===== config.mk =====
export PLATFORM = sky130hd
export DESIGN_NAME = tmr_capture_unit
export DESIGN_NICKNAME = d
export VERILOG_FILES = /design/src/rtl/cap_pkg.sv /design/src/rtl/cap_sync.sv /design/src/rtl/cap_edge.sv /design/src/rtl/tmr_capture_unit.sv
export SDC_FILE = /design/constraint.sdc
export NUM_CORES = 1
export LEC_CHECK = 0
export ABC_AREA = 0
export ABC_CLOCK_PERIOD_IN_PS = 3150
export BUFFER_PORTS_ARGS = -buffer_cell sky130_fd_sc_hd__clkbuf_2
export CORE_MARGIN = 2
export CORE_UTILIZATION = 50
export CTS_BUF_LIST = sky130_fd_sc_hd__clkbuf_8
export CTS_CLUSTER_DIAMETER = 50
export DETAILED_ROUTE_END_ITERATION = 8
export GPL_TIMING_DRIVEN = 0
export PLACE_DENSITY_LB_ADDON = 0.12
export SYNTH_ARGS = -nofsm -noshare
export SYNTH_HDL_FRONTEND = slang
export SYNTH_HIERARCHICAL = 1
export SYNTH_SLANG_ARGS = --single-unit

===== constraint.sdc =====
create_clock -name clk -period 3.15 [get_ports clk]
set_input_delay 0.63 -clock clk [delete_from_list [all_inputs] [get_ports clk]]
set_output_delay 0.63 -clock clk [all_outputs]
set_load 0.02 [all_outputs]

===== src/rtl/cap_pkg.sv =====
package cap_pkg;

    typedef enum logic {
        CAP_EDGE_FALL = 1'b0,
        CAP_EDGE_RISE = 1'b1
    } cap_edge_e;

endpackage


===== src/rtl/cap_sync.sv =====
module cap_sync #(
    parameter int STAGES = 2
) (
    input  logic clk,
    input  logic rst_n,
    input  logic din,
    output logic samp,
    output logic samp_vld
);
    // level shift chain plus a parallel chain marking samples taken after reset
    logic [STAGES-1:0] lvl_d, lvl_q;
    logic [STAGES-1:0] vld_d, vld_q;

    generate
        if (STAGES == 1) begin : g_single
            always_comb begin
                lvl_d = din;
                vld_d = 1'b1;
            end
        end else begin : g_chain
            always_comb begin
                lvl_d = {lvl_q[STAGES-2:0], din};
                vld_d = {vld_q[STAGES-2:0], 1'b1};
            end
        end
    endgenerate

    always_ff @(posedge clk or negedge rst_n) begin
        if (!rst_n) begin
            lvl_q <= '0;
            vld_q <= '0;
        end else begin
            lvl_q <= lvl_d;
            vld_q <= vld_d;
        end
    end

    assign samp     = lvl_q[STAGES-1];
    assign samp_vld = vld_q[STAGES-1];

endmodule


===== src/rtl/cap_edge.sv =====
module cap_edge
    import cap_pkg::*;
(
    input  logic      clk,
    input  logic      rst_n,
    input  logic      samp,
    input  logic      samp_vld,
    input  cap_edge_e pol,
    output logic      hit
);
    typedef struct packed {
        logic prev;
        logic prev_vld;
    } edge_st_t;

    edge_st_t st_d, st_q;
    logic     rise, fall, pair_ok;

    always_comb begin
        st_d.prev     = samp;
        st_d.prev_vld = samp_vld;
    end

    always_ff @(posedge clk or negedge rst_n) begin
        if (!rst_n) st_q <= '0;
        else        st_q <= st_d;
    end

    // only two consecutive valid samples can form an edge
    always_comb begin
        pair_ok = samp_vld && st_q.prev_vld;
        rise    = pair_ok && samp && !st_q.prev;
        fall    = pair_ok && !samp && st_q.prev;
        hit     = (pol == CAP_EDGE_RISE) ? rise : fall;
    end

endmodule


===== src/rtl/tmr_capture_unit.sv =====
module tmr_capture_unit
    import cap_pkg::*;
#(
    parameter int CNT_W       = 16,
    parameter int SYNC_STAGES = 2
) (
    input  logic             clk,
    input  logic             rst_n,
    input  logic             cap_pin,
    input  logic [CNT_W-1:0] cnt_val,
    input  logic             edge_sel,
    input  logic             irq_en,
    input  logic             flag_clr,
    input  logic             top_mode,
    output logic [CNT_W-1:0] cap_val,
    output logic             cap_flag,
    output logic             cap_irq
);
    typedef struct packed {
        logic [CNT_W-1:0] icr;
        logic             flag;
    } cap_st_t;

    cap_st_t   st_d, st_q;
    logic      pin_s, pin_s_vld, edge_hit, take;
    cap_edge_e pol;

    assign pol = cap_edge_e'(edge_sel);

    cap_sync #(.STAGES(SYNC_STAGES)) u_sync (
        .clk      (clk),
        .rst_n    (rst_n),
        .din      (cap_pin),
        .samp     (pin_s),
        .samp_vld (pin_s_vld)
    );

    cap_edge u_edge (
        .clk      (clk),
        .rst_n    (rst_n),
        .samp     (pin_s),
        .samp_vld (pin_s_vld),
        .pol      (pol),
        .hit      (edge_hit)
    );

    // edge history keeps tracking in TOP mode; only the update is blocked
    assign take = edge_hit && !top_mode;

    always_comb begin
        st_d = st_q;
        if (take) begin
            st_d.icr  = cnt_val;
            st_d.flag = 1'b1;
        end else if (flag_clr) begin
            st_d.flag = 1'b0;
        end
    end

    always_ff @(posedge clk or negedge rst_n) begin
        if (!rst_n) st_q <= '0;
        else        st_q <= st_d;
    end

    assign cap_val  = st_q.icr;
    assign cap_flag = st_q.flag;
    assign cap_irq  = st_q.flag && irq_en;

endmodule


After elaboration in Yosys (flattened, before gate mapping)
Index checks and enable logic that the tools add are counted.

word-level totals
  word-level logic and storage cells = 20
  flip-flop bits (word level) = 23
  bits of input ports = 23
  output and inout port bits = 18

cells by class
  multiplexer cells = 3
  reduce and logical (&&, ||, !) cells = 11

operators with widths
  kind                number
  logical AND 1 bit   7
  logical NOT 1 bit   3
  2-to-1 mux 1 bit    3
  nonzero test 2 bit  1

Depth between registers and ports, before layout
  depth in word-level cells = 6
  gate-level depth with buffers = 6
  gate-level depth less buffers = 4

Hierarchy
The synthesis kept the hierarchy.

modules (own cells, without submodules)
  module            seq. area each (um^2)  instances  area an instance (um^2)  cells each
  tmr_capture_unit  425.4                  1          703.2                    39
  cap_sync          100.1                  1          103.8                    5
  cap_edge          50.0                   1          78.8                     6

Least setup slack after synthesis
OpenSTA, ideal clock, no wires.

  path kind = in2reg
  start point = input port edge_sel
  end point = register st_q, in the netlist cap_val[10]
  data required time = 3.025 ns
  setup time = 0.125 ns
  stages on the path = 6
  path buffers = 2
  data arrival time = 1.785 ns
  path slack = 1.240 ns
  cell sequence = or3b_1 a21oi_2 nor2b_4 buf_6 buf_12 mux2_4

between the ends
  word-level cells in the longest chain between the ends = 2

RTL lines
  what                  RTL line                RTL
  from (decl)           tmr_capture_unit.sv:11  input logic edge_sel,
  2-to-1 mux 1 bit      cap_edge.sv:34          hit = (pol == CAP_EDGE_RISE) ? rise : fall;
  named net edge_hit    tmr_capture_unit.sv:25  logic pin_s, pin_s_vld, edge_hit, take;
  logical AND 1 bit     tmr_capture_unit.sv:48  assign take = edge_hit && !top_mode;
  to (signal assigned)  tmr_capture_unit.sv:62  else st_q <= st_d;
  to (decl)             tmr_capture_unit.sv:24  cap_st_t st_d, st_q;

The timed path passes the listed nets, and every way through them passes these cells.
A chain may end at the register's enable or synchronous reset.

Final worst setup path
Same ends and word-level chain as after synthesis.

==> run summary <==
Max incr delay on CP = 0.36 ns
Clock sink count = 23
Critical Path Slowest Stage Cell = sky130_fd_sc_hd__or3b_1
Htree depth = 1
Die area = 2120 um^2
Sort of element at the start of the critical path = input port
Vias in the first global route = 472
Power per unit of standard cell area = 666 nW/um^2
Worst-case clock skew = 0.000819 ns
CP max FO = 10
Final setup slack of the worst path = 1.37 ns
Critical Path, Cell by Cell = clkbuf_2, or3b_1, a21oi_2, nor2b_4, buf_6, buf_12, mux2_4
I/O pin cnt = 41
Count of antenna-violating nets left after detailed routing = 0
Aggregate global-route resource usage = 14.0%
Number of CTS-inserted buffers = 3
Post-Place Worst Slack = 1.08 ns
Max rail drop VDD = 0.439 mV
Fill cell count = 133
Average instance area after synthesis = 17.7 um^2
Max-slew headroom at the worst pin = 64.2%
Die span in x = 46.1 um
DRC violation count after routing = 0
TritonRoute pass-1 iters = 1
Remaining global-route overflow = 0
DRT Wirelength = 1330 um
Netlist Area Pre-Place = 886 um^2
Critical setup path kind = in -> reg
Buffers & Inverters on Critical Path = 3
Initial antenna violation count = 0
Worst-path clk slew = 0.07 ns
Mean routed wirelength per cell = 12.0 um
Slew @ Worst Pin = 0.537 ns
Initial core utilization = 52.4%
Cell leakage power = 0.000609 uW
Final Cycle Share = 56.6%
Post-Synthesis Cells = 50
Final setup violation count = 0
Register area share after synthesis = 65.0%
Placed cell areas = 1110 um^2
Nets = 118
Final core occ = 68.2%
Number of pins exceeding their max-slew limit in the final report = 0
TritonCTS clock tree = built
Final Hold Vio Count = 0
Period minus WS final = 1.78 ns
Seq cells post-synth = 23
Die span in y = 46.1 um
Via Count = 537
Ant diodes = 0
First-pass GRT wire length = 2040 um
Port bufs = 40
Total negative setup slack = 0 ns
Worst Path Arrival = 1.93 ns
Via-to-Cell Ratio = 4.84
Result of the run = complete, no violations
Cell family with the largest share of critical-path delay = simple AND/OR/NAND/NOR gates
Area of all placed cells without fillers = 1150 um^2
Core Rows = 15
Synth-to-layout area growth = 30.1%
Hold-fix buffers at CTS = 0
Clock insertion delay at the later pin of the skew report = 0.25 ns
Largest net degree at the start of global routing = 24
Share of post-route cells with drive strength above 1 = 68.1%
Nets in the synthesized netlist = 73
Number of synthesis warnings = 6
Max Clock Freq = 561 MHz
Cell variety after synth = 14
Sort of element at the end of the critical path = flip-flop
Number of DRC violations after detailed-routing iteration 0 = 0
Tightest Hold Check Type = in -> async
Sum of net half-perimeters after detailed placement = 1060 um
GP Congestion = 0.680
Number of buffers between clock root and the deepest sink = 2
Required time of the critical path = 3.29 ns
Unrepaired setup endpoints after global routing = false
Buffers inserted by post-CTS timing repair = 0
Maximum Capacitance Violations = 0
Core area = 1690 um^2
Clock root buffer = sky130_fd_sc_hd__clkbuf_8
Quantity of gates resized following cts = 0
-- stage by stage --
| stage | hold WS [ns] | power, uW | cells |
|---|---|---|---|
| 6_report | 0.345 | 767 | 111 |
| 3_5_place_dp | 0.343 | 608 | 107 |
| 4_1_cts | 0.360 | 778 | 111 |
| 3_3_place_gp | 0.333 | 605 | 107 |
| 2_1_floorplan | 0.331 | 524 | 50 |
| 5_1_grt | 0.365 | 812 | 111 |
-- cells in the final DEF (no fill, tap or decap), types with 2 or more instances in the layout --
cell type,count
sky130_fd_sc_hd__clkbuf_2,40
sky130_fd_sc_hd__clkbuf_8,3
sky130_fd_sc_hd__dfrtp_1,23
sky130_fd_sc_hd__inv_1,2
sky130_fd_sc_hd__mux2_2,7
sky130_fd_sc_hd__mux2_4,9
-- synthesized netlist by cell type, drive strengths merged --
cell	count	area share (%)
nor2b	1	1.6
inv	1	0.42
buf	2	3.5
a21o	1	0.99
dfrtp	23	65
mux2	16	24
conb	1	0.42
nand3b	1	0.85
or3b	1	0.99
nand2	1	0.42
and2	1	0.71
a21oi	1	0.99
-- final timing paths --
| path | start | depth (start not counted) | to | slack, ns |
|---|---|---|---|---|
| setup / recovery | edge_sel | 7 | cap_val[10] | 1.37 |
| min in group clk | u_sync/lvl_q[0] | 0 | u_sync/lvl_q[1] | 0.36 |
| max in group asynchronous | rst_n | 1 | cap_val[11] | 2.45 |
| hold / removal | rst_n | 1 | u_sync/lvl_q[1] | 0.34 |
| hold reg to reg | u_sync/lvl_q[0] | 0 | u_sync/lvl_q[1] | 0.36 |
| setup reg to reg | u_sync/lvl_q[1] | 6 | cap_val[10] | 1.40 |
-- layout make-up --
| cell class | instances | area [um^2] | area share, % |
|---|---|---|---|
| plain buffers | 2 | 31.3 | 2.71 |
| clock buffers | 3 | 41.3 | 3.58 |
| clock inverters | 1 | 3.75 | 0.326 |
| inverters | 1 | 3.75 | 0.326 |
| multi-input cells | 24 | 275 | 23.9 |
| flip-flops and latches | 23 | 576 | 49.9 |
| well taps | 17 | 21.3 | 1.85 |
| repair buffers | 40 | 200 | 17.4 |
-- power breakdown --
group | switching, uW | internal (uW) | total (uW)
Combinational | 115 | 104 | 218
Clock | 80.4 | 86.6 | 167
Sequential | 28.7 | 353 | 382
-- kinds of logic (layout without fill, tap and decap cells) --
kind of cell	Yosys count	count (layout)	share of synthesized area, %
buffers and inverters	3	47	3.95
and+or+nand+nor	5	5	4.52
AOI/OAI and AO/OA	2	2	1.98
other	1	1	0.423
DFF	23	23	65.0
muxes	16	16	24.2
-- routing by layer --
| metal | share of wire (%) | GRT usage [%] | routed length, um | vias to the layer above |
|---|---|---|---|---|
| met3 | 8.5 | 3.92 | 113 | 2 |
| met2 | 46 | 21.7 | 608 | 26 |
| met4 | 1.4 | 6.86 | 18 | 0 |
| met1 | 45 | 18.1 | 594 | 254 |
| met5 | 0 | 0 | 0 | - |
| li1 | - | - | - | 255 |
-- state kept, by name, summed over array words and instances (netlist names) --
register,count
u_sync/vld_q,2
cap_flag,1
u_sync/lvl_q,2
cap_val,16
u_edge/st_q,2
Power figures use the tool's default switching activity.
